## config.mk

```make
export PLATFORM = sky130hd
export DESIGN_NAME = sup_reset_gen
export DESIGN_NICKNAME = d
export VERILOG_FILES = /design/src/rtl/sup_reset_gen.sv
export SDC_FILE = /design/constraint.sdc
export NUM_CORES = 1
export LEC_CHECK = 0
export BUFFER_PORTS_ARGS = -buffer_cell sky130_fd_sc_hd__buf_2
export CAP_MARGIN = 30
export CORE_ASPECT_RATIO = 1.5
export CORE_MARGIN = 4
export CORE_UTILIZATION = 30
export DETAILED_ROUTE_END_ITERATION = 10
export MAX_ROUTING_LAYER = met4
export PLACE_DENSITY = 0.51
export REMOVE_ABC_BUFFERS = 1
export SYNTH_ARGS = -nofsm -noshare
export SYNTH_HDL_FRONTEND = slang
export SYNTH_SLANG_ARGS = --single-unit
```

## constraint.sdc

```tcl
create_clock -name clk -period 1.9 [get_ports clk]
set_input_delay 0.095 -clock clk [delete_from_list [all_inputs] [get_ports clk]]
set_output_delay 0.095 -clock clk [all_outputs]
set_load 0.005 [all_outputs]
```

## src/rtl/sup_reset_gen.sv

```systemverilog
module sup_reset_gen #(
  parameter int WD_LONG    = 1400,
  parameter int WD_MID     = 600,
  parameter int WD_SHORT   = 200,
  parameter int HOLD_TICKS = 250
) (
  input  logic       clk,
  input  logic       por_n,
  input  logic       tick,
  input  logic       vcc_ok,
  input  logic       vcc_valid,
  input  logic [1:0] wd_sel,
  input  logic       sda_in,
  input  logic       scl_in,
  output logic       rst_out_n,
  output logic       rst_out,
  output logic       reset_active
);
  localparam int WD_TOP = (WD_LONG > WD_MID) ? ((WD_LONG > WD_SHORT) ? WD_LONG : WD_SHORT)
                                             : ((WD_MID > WD_SHORT) ? WD_MID : WD_SHORT);
  localparam int CW = $clog2(WD_TOP + 1);
  localparam int HW = $clog2(HOLD_TICKS + 1);

  logic [2:0]    sda_sr, scl_sr;
  logic          start_det, supply_bad, wd_on, wd_fire, rst_q;
  logic [CW-1:0] wd_cnt, wd_last;
  logic [HW-1:0] hold_cnt;

  always_ff @(posedge clk or negedge por_n)
    if (!por_n) begin
      sda_sr <= '1;
      scl_sr <= '1;
    end else begin
      sda_sr <= {sda_sr[1:0], sda_in};
      scl_sr <= {scl_sr[1:0], scl_in};
    end

  assign start_det  = sda_sr[2] & ~sda_sr[1] & scl_sr[2] & scl_sr[1];
  assign supply_bad = ~vcc_ok | ~vcc_valid;

  always_comb
    case (wd_sel)
      2'b00:   wd_last = CW'(WD_LONG - 1);
      2'b01:   wd_last = CW'(WD_MID - 1);
      default: wd_last = CW'(WD_SHORT - 1);
    endcase

  assign wd_on   = (wd_sel != 2'b11);
  assign wd_fire = wd_on & ~reset_active & tick & (wd_cnt >= wd_last);

  always_ff @(posedge clk or negedge por_n)
    if (!por_n) begin
      rst_q    <= 1'b1;
      hold_cnt <= '0;
    end else if (supply_bad || wd_fire) begin
      rst_q    <= 1'b1;
      hold_cnt <= '0;
    end else if (rst_q && tick) begin
      if (hold_cnt == HW'(HOLD_TICKS - 1)) begin
        rst_q    <= 1'b0;
        hold_cnt <= '0;
      end else begin
        hold_cnt <= hold_cnt + 1'b1;
      end
    end

  always_ff @(posedge clk or negedge por_n)
    if (!por_n)
      wd_cnt <= '0;
    else if (reset_active || !wd_on || start_det || wd_fire)
      wd_cnt <= '0;
    else if (tick)
      wd_cnt <= wd_cnt + 1'b1;

  assign reset_active = rst_q | supply_bad;
  assign rst_out      = reset_active;
  assign rst_out_n    = ~reset_active;

  AST_RELEASE_ON_TICK: assert property (@(posedge clk) disable iff (!por_n)
    $fell(rst_q) |-> $past(tick) && $past(vcc_ok) && $past(vcc_valid));
  AST_BAD_SUPPLY_RESTART: assert property (@(posedge clk) disable iff (!por_n)
    supply_bad |=> rst_q && hold_cnt == '0);
  AST_INVALID_HOLDS: assert property (@(posedge clk) disable iff (!por_n)
    !vcc_valid |-> rst_out && !rst_out_n);
  AST_RISE_HAS_CAUSE: assert property (@(posedge clk) disable iff (!por_n)
    $rose(rst_q) |-> $past(supply_bad) || ($past(tick) && $past(wd_sel) != 2'b11));
  AST_DISABLED_IDLE: assert property (@(posedge clk) disable iff (!por_n)
    wd_sel == 2'b11 |=> wd_cnt == '0);
  AST_START_CLEARS: assert property (@(posedge clk) disable iff (!por_n)
    start_det |=> wd_cnt == '0);
  AST_HOLD_RANGE: assert property (@(posedge clk) disable iff (!por_n)
    hold_cnt < HW'(HOLD_TICKS));
  AST_WD_CLEAR_IN_RESET: assert property (@(posedge clk) disable iff (!por_n)
    reset_active |=> wd_cnt == '0);
  AST_POLARITY: assert property (@(posedge clk) disable iff (!por_n)
    rst_out_n != rst_out);
endmodule

```

* Yosys cells after proc, flatten, opt, wreduce, memory -nomap -nowiden *
Index checks and enable logic that the tools add are counted.

operators by class
  reductions and logical operators = 11
  magnitude comparators = 1
  equality and inequality tests = 3
  muxes and demuxes = 9
  bitwise operators = 12
  add/sub/neg operators = 2

operators with widths
  kind                     count
  $mux W8                  3
  $mux W11                 2
  $pmux W11 S2             1
  $add A11 B1 Y11 const B  1
  $ge A11 B11 Y1           1
  $add A8 B1 Y8 const B    1
  $eq A8 B8 Y1 const B     1
  $and A1 B1 Y1            6
  $reduce_bool A2 Y1       3
  $logic_or A1 B1 Y1       4
  $not A1 Y1               4
  $mux W1                  3
  $eq A2 B1 Y1 const B     1
  $logic_not A2 Y1         1
  $ne A2 B2 Y1 const B     1
  $or A1 B1 Y1             2
  $reduce_and A2 Y1        1
  $logic_and A1 B1 Y1      1
  $logic_not A1 Y1         1

storage, ports and cells
  register bits after elaboration = 26
  output and inout port bits = 3
  word-level logic and storage cells = 43
  bits of input ports = 9

* Depth between registers and ports, before layout *
Gate-level depths: netlist of run 1.

  depth in word-level cells = 10
  gate-level depth with buffers = 9
  gate-level depth less buffers = 8

* Worst setup path before layout of run 1 *
No wires, ideal clock.

  kind = register to register
  start point = reg wd_cnt[8]
  end point = reg wd_cnt[2]
  path buffers = 1
  data arrival time = 1.677 ns
  clock period less this slack = 1.759 ns
  required time = 1.818 ns
  library setup time = 0.082 ns
  stages on the path, launching flop included = 8
  path slack = 0.141 ns
  cell sequence = dfrtp_1 ha_1 a21oi_1 o21a_1 and2_1 clkbuf_1 nand4b_1 a31oi_1

between the ends
  word-level cells in the longest chain between the ends = 4
  elaborated cells on any way between the ends = 5

RTL lines
  element                                         RTL line  text
  from (decl)                                     26        logic [CW-1:0] wd_cnt, wd_last;
  from (signal assigned)                          73        wd_cnt <= wd_cnt + 1'b1;
  $ge A11 B11 Y1 *                                49        assign wd_fire = wd_on & ~reset_active & tick & (wd_cnt >= wd_last);
  $and A1 B1 Y1 *                                 49
  $logic_or A1 B1 Y1 *                            70        else if (reset_active || !wd_on || start_det || wd_fire)
  $mux W11 or $reduce_bool A2 Y1 (tied branches)  n/a

Every way passes the cells marked *; elsewhere a longest branch is shown, timed or not.
A chain may end at the register's enable or synchronous reset.

* Final worst setup path of run 1 *
  start point = reg wd_cnt[1]
  end point = reg rst_q

between the ends
  word-level cells in the longest chain between the ends = 5
  elaborated cells on any way between the ends = 7

RTL lines
  element                              RTL line  text
  $ge A11 B11 Y1 *                     49
  $and A1 B1 Y1 *                      49
  $logic_or A1 B1 Y1 *                 55        end else if (supply_bad || wd_fire) begin
  $reduce_bool A2 Y1 (no source line)  n/a
  $reduce_and A2 Y1 (no source line)   n/a
  to (signal assigned)                 53        rst_q <= 1'b1;
  to (signal assigned)                 56        rst_q <= 1'b1;
  to (signal assigned)                 60        rst_q <= 1'b0;
  to (decl)                            25        logic start_det, supply_bad, wd_on, wd_fire, rst_q;

Marked as above.

==> metrics.md, run 1 <==
| Metric | Value |
|---|---|
| Post-route cell area | 1990 µm² |
| Core region area | 5250 µm² |
| CP bufs+invs | 1 |
| First DRT Iteration DRCs | 64 |
| Crit path capture type | flip-flop |
| Most numerous cell in the Yosys netlist | dfrtp_1 |
| Ys async rst share | 100% |
| Rel. slew slack | 60.6% |
| Slowest stage cell, crit path | dfrtp_1 |
| Ys flop type | dfrtp_1 |
| Max incr delay on CP | 0.43 ns |
| MaxCap Viol Count | 0 |
| Clock group share of total power | 41.7% |
| Status | finished clean |
| Synth Area in Compound Gates | 17.4% |
| Largest family of logic cells by synthesized area | simple AND/OR/NAND/NOR gates |
| GRT Total Usage | 13.6% |
| DRT Pass-1 Iters | 4 |
| Setup Viol. Count Final | 0 |
| Fin crit share | 93.1% |
| Metal2 WL | 2.11 mm |
| Cell variety after synth | 49 |
| Routed wl met3 | 88 µm |
| Synth Area in Adders | 6.79% |
| I/O pins | 12 |
| Top routing layer in use | met4 |
| Synth top area share | 28.7% |
| Layout area overhead | 20.2% |
| Synthesis-stage register bit count | 26 |
| Mux contribution to synthesized area | 0% |
| Final net count | 227 |
| Largest net degree at the start of global routing | 27 |
| Max Slew Vio Count | 0 |
| H-tree depth | 1 |
| Clock skew | 0.00289 ns |
| DIE HEIGHT | 99.0 µm |
| Synth Warn # | 0 |
| Core Rows | 32 |
| WL final | 4.00 mm |
| Simple-Gate Fraction of Synth Area | 31.8% |
| Fraction of layout instances using a drive strength above 1 | 25.0% |
| Seq/Total Area, Yosys | 39.8% |
| Buffers on Ports | 11 |
| FILL cells | 547 |
| Die X | 68.7 µm |
| Placed insts | 268 |
| Antenna-violating nets left | 0 |
| XOR/XNOR Fraction of Synth Area | 0% |
| CP Launch Type | flip-flop |
| Power per cell area | 553 nW/µm² |
| Share of power burned in registers | 51.7% |
| Final Non-Filler Cells | 276 |
| Drt via density | 5.29 |
| WP data required | 2.10 ns |
| Clock root buffer | clkbuf_8 |
| Area contributors post-synth | dfrtp_1, dfstp_2, ha_1 |
| Worst-path clk slew | 0.09 ns |
| Final min period | 1.77 ns |
| Commonest cells post-synth | dfrtp_1, nand3_1, nand2_1, nand4_1 |
| Congestion Overflow GR | 0 |
| Switching pwr | 225 µW |
| Initial antenna violation count | 0 |
| Via count | 1460 |
| Logic gate share of total power | 6.6% |
| Cell family with most CP delay | compound AO/OA/AOI/OAI gates |
| LEAKAGE | 0.000793 µW |
| Gpl congestion | 0.806 |
| Clock tree buffer depth | 2 |
| DRC violations left | 0 |
| Worst slew pin tran | 0.592 ns |
| Hold crit path type | in2reg |
| First-pass GRT wire length | 6.97 mm |
| CP arrival | 1.97 ns |
| N_diodes | 0 |
| VDD IR max | 284 µV |
| Internal power | 877 µW |
| Routed len/inst | 14.5 µm |
| CTS buffer count | 3 |
| Synth area leader | dfrtp_1 |
| FMAX | 0.565 GHz |
| Clock tree from TritonCTS | built |
| Avg Cell Area, Syn | 9.11 µm² |
| Final core occ | 38.0% |
| Initial core utilization | 31.6% |
| Worst skew pair latency | 0.27 ns |
| Setup_tns | 0 ns |
| RSZ-0062 raised after global routing | true |
| Peak fanout along the critical path | 5 |
| Die area | 6800 µm² |
| Sw Ratio | 20.4% |
| Fin. Hold Viols | 0 |
| DP HPWL | 3.02 mm |
| Post-synth EDFFs | 0 |
| # clock sinks | 26 |
| Critical-path cell list | ha_1, a21oi_2, o22ai_1, o21ai_2, buf_4, a21oi_4, a221o_1 |
| Syn Inst Count | 182 |
| Met1 WL | 1.77 mm |
| Placed Area | 1870 µm² |
| WS Path Type | reg2reg |
| Mapped cell area | 1660 µm² |
| Vias in the first global route | 1458 |
==> state kept, by name (all words and copies together) (netlist names) <==
name      flops
scl_sr        3
hold_cnt      8
wd_cnt       11
rst_q         1
sda_sr        3
==> final timing paths <==
check / from / endpoint / slack [ns] / depth (start not counted)
hold / removal: vcc_valid / hold_cnt[4] / 0.17 / 3
hold reg to reg: scl_sr[0] / scl_sr[1] / 0.36 / 0
setup reg to reg: wd_cnt[1] / rst_q / 0.13 / 7
max in group asynchronous: por_n / wd_cnt[10] / 1.15 / 2
min in group asynchronous: por_n / hold_cnt[6] / 0.36 / 2
setup / recovery: wd_cnt[1] / rst_q / 0.13 / 7
==> cell families after synthesis <==
logic type	after synthesis
simple gates	89
buf+inv	14
fa+ha+maj	9
flops	26
compound gates	44
==> stage by stage <==
step | total power (µW) | hold WS (ns) | worst slack (ns)
final | 1100 | 0.173 | 0.131
after global placement | 650 | 0.147 | -0.0345
after detailed placement | 650 | 0.144 | -0.0517
after global routing | 1160 | 0.192 | -0.00460
after CTS | 1120 | 0.177 | 0.00705
after floorplan | 608 | -0.201 | -0.112
==> layout make-up <==
type | instances | area, µm² | share of cell area (%)
sequential | 26 | 659 | 33.1
clock buffer | 3 | 41.3 | 2.07
timing repair buffer | 31 | 213 | 10.7
multi-input combinational | 142 | 946 | 47.5
inverter | 5 | 18.8 | 0.942
tap | 68 | 85.1 | 4.27
clock inverter | 1 | 30.0 | 1.51
==> power groups by stage <==
stage | combinational (µW) | sequential (µW) | clock, µW
detailed placement | 69.3 | 581 | 0
global placement | 69.4 | 580 | 0
CTS | 74.1 | 570 | 476
finish | 72.7 | 570 | 459
floorplan | 28.6 | 580 | 0
global route | 83.9 | 572 | 500
==> layer usage <==
layer,track usage (%),vias up
li1,-,736
met1,16.7,707
met2,23.5,15
met3,1.71,2
met4,2.70,0
met5,-,-
==> cell usage in the layout (no fill, tap or decap), drive strengths merged, types with 2 or more instances in the layout <==
cell type / instances
o21a: 2
nand3: 16
o211ai: 3
dlygate4sd3: 3
a31oi: 10
nand4b: 6
clkbuf: 3
and3: 5
nor2: 9
o22ai: 3
ha: 9
or2b: 2
a21oi: 11
nand2: 13
buf: 28
inv: 5
dfrtp: 19
o21ai: 6
o2bb2ai: 2
or2: 4
dfstp: 7
nor3b: 3
nand4: 12
or3: 2
nand2b: 9
==> what timing repair did <==
| item | 4_1_cts | 5_1_grt |
|---|---|---|
| hold buffers | 3 | 0 |
| setup buffers | 0 | 1 |
| endpoints found under the setup margin | 0 | 16 |
| resized for setup | 0 | 5 |
| endpoints found under the hold margin | 21 | 0 |
==> worst register-to-register path: cells and delay by family (launching register included) <==
family | cells | cell delay (ns)
AOI/OAI and AO/OA | 5 | 0.85
adders and majority gates | 1 | 0.24
buffers and inverters | 1 | 0.17
DFF | 1 | 0.43
No activity file was read; power rests on OpenSTA's default activity.
==> run 2: changes to the inputs <==
Settings changed: PLACE_DENSITY 0.51 to not set.
Clock period 1.9 ns to 1.7 ns, I/O delays scaled along.
==> run 2 against run 1 <==
Compared with the run above: the run now ends with setup timing left; highest routed layer unchanged; die area unchanged; combinational power grew 47%; largest cell class unchanged; clock power rose by 15%; sequential power rose by 12%; register-to-register slack worse by 0.16 ns; critical path depth stayed put; total power grew 15%; via count is 5.3% higher; utilization up 5.0 points.
==> metrics.md, run 2 (synthesized netlist as in run 1, its figures left out) <==
| Metric | Value |
|---|---|
| Status | finished with violations |
| Failing checks | setup timing |
| VDD IR max | 399 µV (+40%) |
| DIE HEIGHT | 99.0 µm (unchanged) |
| Core Rows | 32 (unchanged) |
| WL final | 4.27 mm (+6.9%) |
| Gpl congestion | 0.844 (+4.8%) |
| First DRT Iteration DRCs | 49 (-23%) |
| Worst skew pair latency | 0.28 ns (about the same) |
| Clock root buffer | clkbuf_8 |
| Reg2Reg Depth | 7 (unchanged) |
| Hold crit path type | in2reg |
| Max reg flops | 11 (unchanged) |
| First-pass GRT wire length | 7.02 mm (+0.69%) |
| Commonest non-fill, non-tap cell in the layout | buf_4 |
| Logic gate share of total power | 8.4% (+1.8 points) |
| Register area | 659 µm² (unchanged) |
| Placed insts | 281 (+4.9%) |
| DRT Pass-1 Iters | 4 (unchanged) |
| Layout area overhead | 36.1% |
| Final Non-Filler Cells | 292 (+5.8%) |
| Clock tree buffer depth | 2 (unchanged) |
| Biggest registers after layout | wd_cnt: 11 flops, hold_cnt: 8 flops |
| Clock skew | 0.00464 ns (+0.00175 ns) |
| WS Path Type | reg2reg |
| CTS buffer count | 3 (unchanged) |
| RSZ-0062 raised after global routing | true |
| # clock sinks | 26 (unchanged) |
| Peak fanout along the critical path | 4 (-1) |
| Die X | 68.7 µm (unchanged) |
| Switching pwr | 274 µW (+22%) |
| Critical-path cell list | ha_4, nand4b_1, o22ai_2, o21ai_2, buf_6, o21a_4, a21o_1 |
| Setup_tns | -0.0307 ns (-0.0307 ns) |
| Rel. slew slack | 59.7% (-0.85 points) |
| Via count | 1538 (+5.3%) |
| WP data required | 1.88 ns (-0.22 ns) |
| MaxCap Viol Count | 0 (unchanged) |
| Biggest register | wd_cnt |
| GRT Total Usage | 13.5% (-0.090 points) |
| Critical R2R Launch | wd_cnt[4] |
| Antenna-violating nets left | 0 (unchanged) |
| LEAKAGE | 0.000898 µW (+13%) |
| Worst Setup SP | wd_cnt[4] |
| DP HPWL | 2.94 mm (-2.7%) |
| Vias in the first global route | 1574 (+8.0%) |
| Initial core utilization | 31.6% (unchanged) |
| Worst slew pin tran | 0.605 ns (+0.0128 ns) |
| Core region area | 5250 µm² (unchanged) |
| N_diodes | 0 (unchanged) |
| Final min period | 1.73 ns (-0.0398 ns) |
| Initial antenna violation count | 0 (unchanged) |
| Fraction of layout instances using a drive strength above 1 | 37.1% (+12 points) |
| CP Launch Type | flip-flop |
| Placed Area | 1980 µm² (+5.9%) |
| Internal power | 995 µW (+13%) |
| Final WS setup | -0.0292 ns (-0.160 ns) |
| Commonest non-fill, non-tap cells in the layout | buf_4, dfrtp_1, nand3_1 |
| Routed len/inst | 14.6 µm (+1.0%) |
| Slowest stage cell, crit path | dfrtp_1 |
| Worst-path clk slew | 0.10 ns (about the same) |
| Setup Viol. Count Final | 2 (+2) |
| FILL cells | 510 (-6.8%) |
| Final net count | 243 (+7.0%) |
| Drt via density | 5.27 (-0.43%) |
| Max incr delay on CP | 0.43 ns (about the same) |
| Sw Ratio | 21.6% (+1.2 points) |
| CP arrival | 1.91 ns (-0.06 ns) |
| H-tree depth | 1 (unchanged) |
| Clock tree from TritonCTS | built |
| Post-route cell area | 2260 µm² (+13%) |
| Clock group share of total power | 41.5% (-0.2 points) |
| Congestion Overflow GR | 0 (unchanged) |
| Share of power burned in registers | 50.1% (-1.6 points) |
| Crit path capture type | flip-flop |
| Max Slew Vio Count | 0 (unchanged) |
| Buffers on Ports | 11 (unchanged) |
| Hold path startpoint | vcc_valid |
| DRC violations left | 0 (unchanged) |
| I/O pins | 12 (unchanged) |
| Fin. Hold Viols | 0 (unchanged) |
| Min-Delay Path Depth | 4 (+1) |
| Power per cell area | 563 nW/µm² (+1.8%) |
| Area of the multi-input gates | 1060 µm² (+12%) |
| Die area | 6800 µm² (unchanged) |
| Fin crit share | 102% (+8.6 points) |
| Largest net degree at the start of global routing | 27 (unchanged) |
| FMAX | 0.578 GHz (+2.3%) |
==> run 2: area by class of cell <==
class	count	share of cell area (%)
flip-flops and latches	26	29.2
clock inverters	1	1.33
repair buffers	47	16.0
multi-input cells	142	47.0
well taps	68	3.77
clock buffers	3	1.83
inverters	5	0.832
==> run 2: worst paths after layout <==
path,end,slack [ns]
worst min-delay path,hold_cnt[4],0.20
min in group asynchronous,hold_cnt[7],0.35
worst min register to register,sda_sr[1],0.36
max in group asynchronous,wd_cnt[1],0.96
worst max register to register,hold_cnt[0],-0.03
worst max-delay path,hold_cnt[0],-0.03
==> run 2: routing by layer <==
| metal | vias to the layer above | GRT usage (%) | wire [µm] |
|---|---|---|---|
| met3 | 5 | 1.82 | 121 |
| met5 | - | - | 0 |
| met1 | 735 | 16.7 | 1880 |
| met2 | 29 | 22.5 | 2220 |
| li1 | 769 | - | - |
| met4 | 0 | 3.75 | 44 |
==> run 2: repair_timing <==
item	in CTS	in global routing
endpoints found under the setup margin	19	20
buffers inserted	3	1
endpoints found under the hold margin	21	0
resized for setup	10	16
hold buffers	3	0
pin swaps	8	14
==> run 2: power groups by stage <==
stage | clock network (µW) | logic, µW | registers [µW]
floorplan | 0 | 31.9 | 648
global placement | 0 | 86.0 | 647
detailed placement | 0 | 86.4 | 648
CTS | 539 | 96.0 | 636
global route | 562 | 118 | 638
finish | 527 | 107 | 636
==> run 2: worst max-delay path: cells and delay by family, from the launching register on <==
kind	cells	cell delay, ns
AOI/OAI and AO/OA	4	0.63
adders and majority gates	1	0.30
buffers and inverters	1	0.14
DFF	1	0.43
and+or+nand+nor	1	0.12
==> run 2: metrics by stage <==
stage	power, µW	hold WS, ns	utilization [%]	worst slack [ns]
finish	1270	0.200	43.0	-0.0292
global placement	733	0.129	37.7	-0.195
detailed placement	734	0.133	37.7	-0.189
CTS	1270	0.186	41.1	0.00523
global route	1320	0.205	43.0	-0.0690
floorplan	680	-0.211	-	-0.312
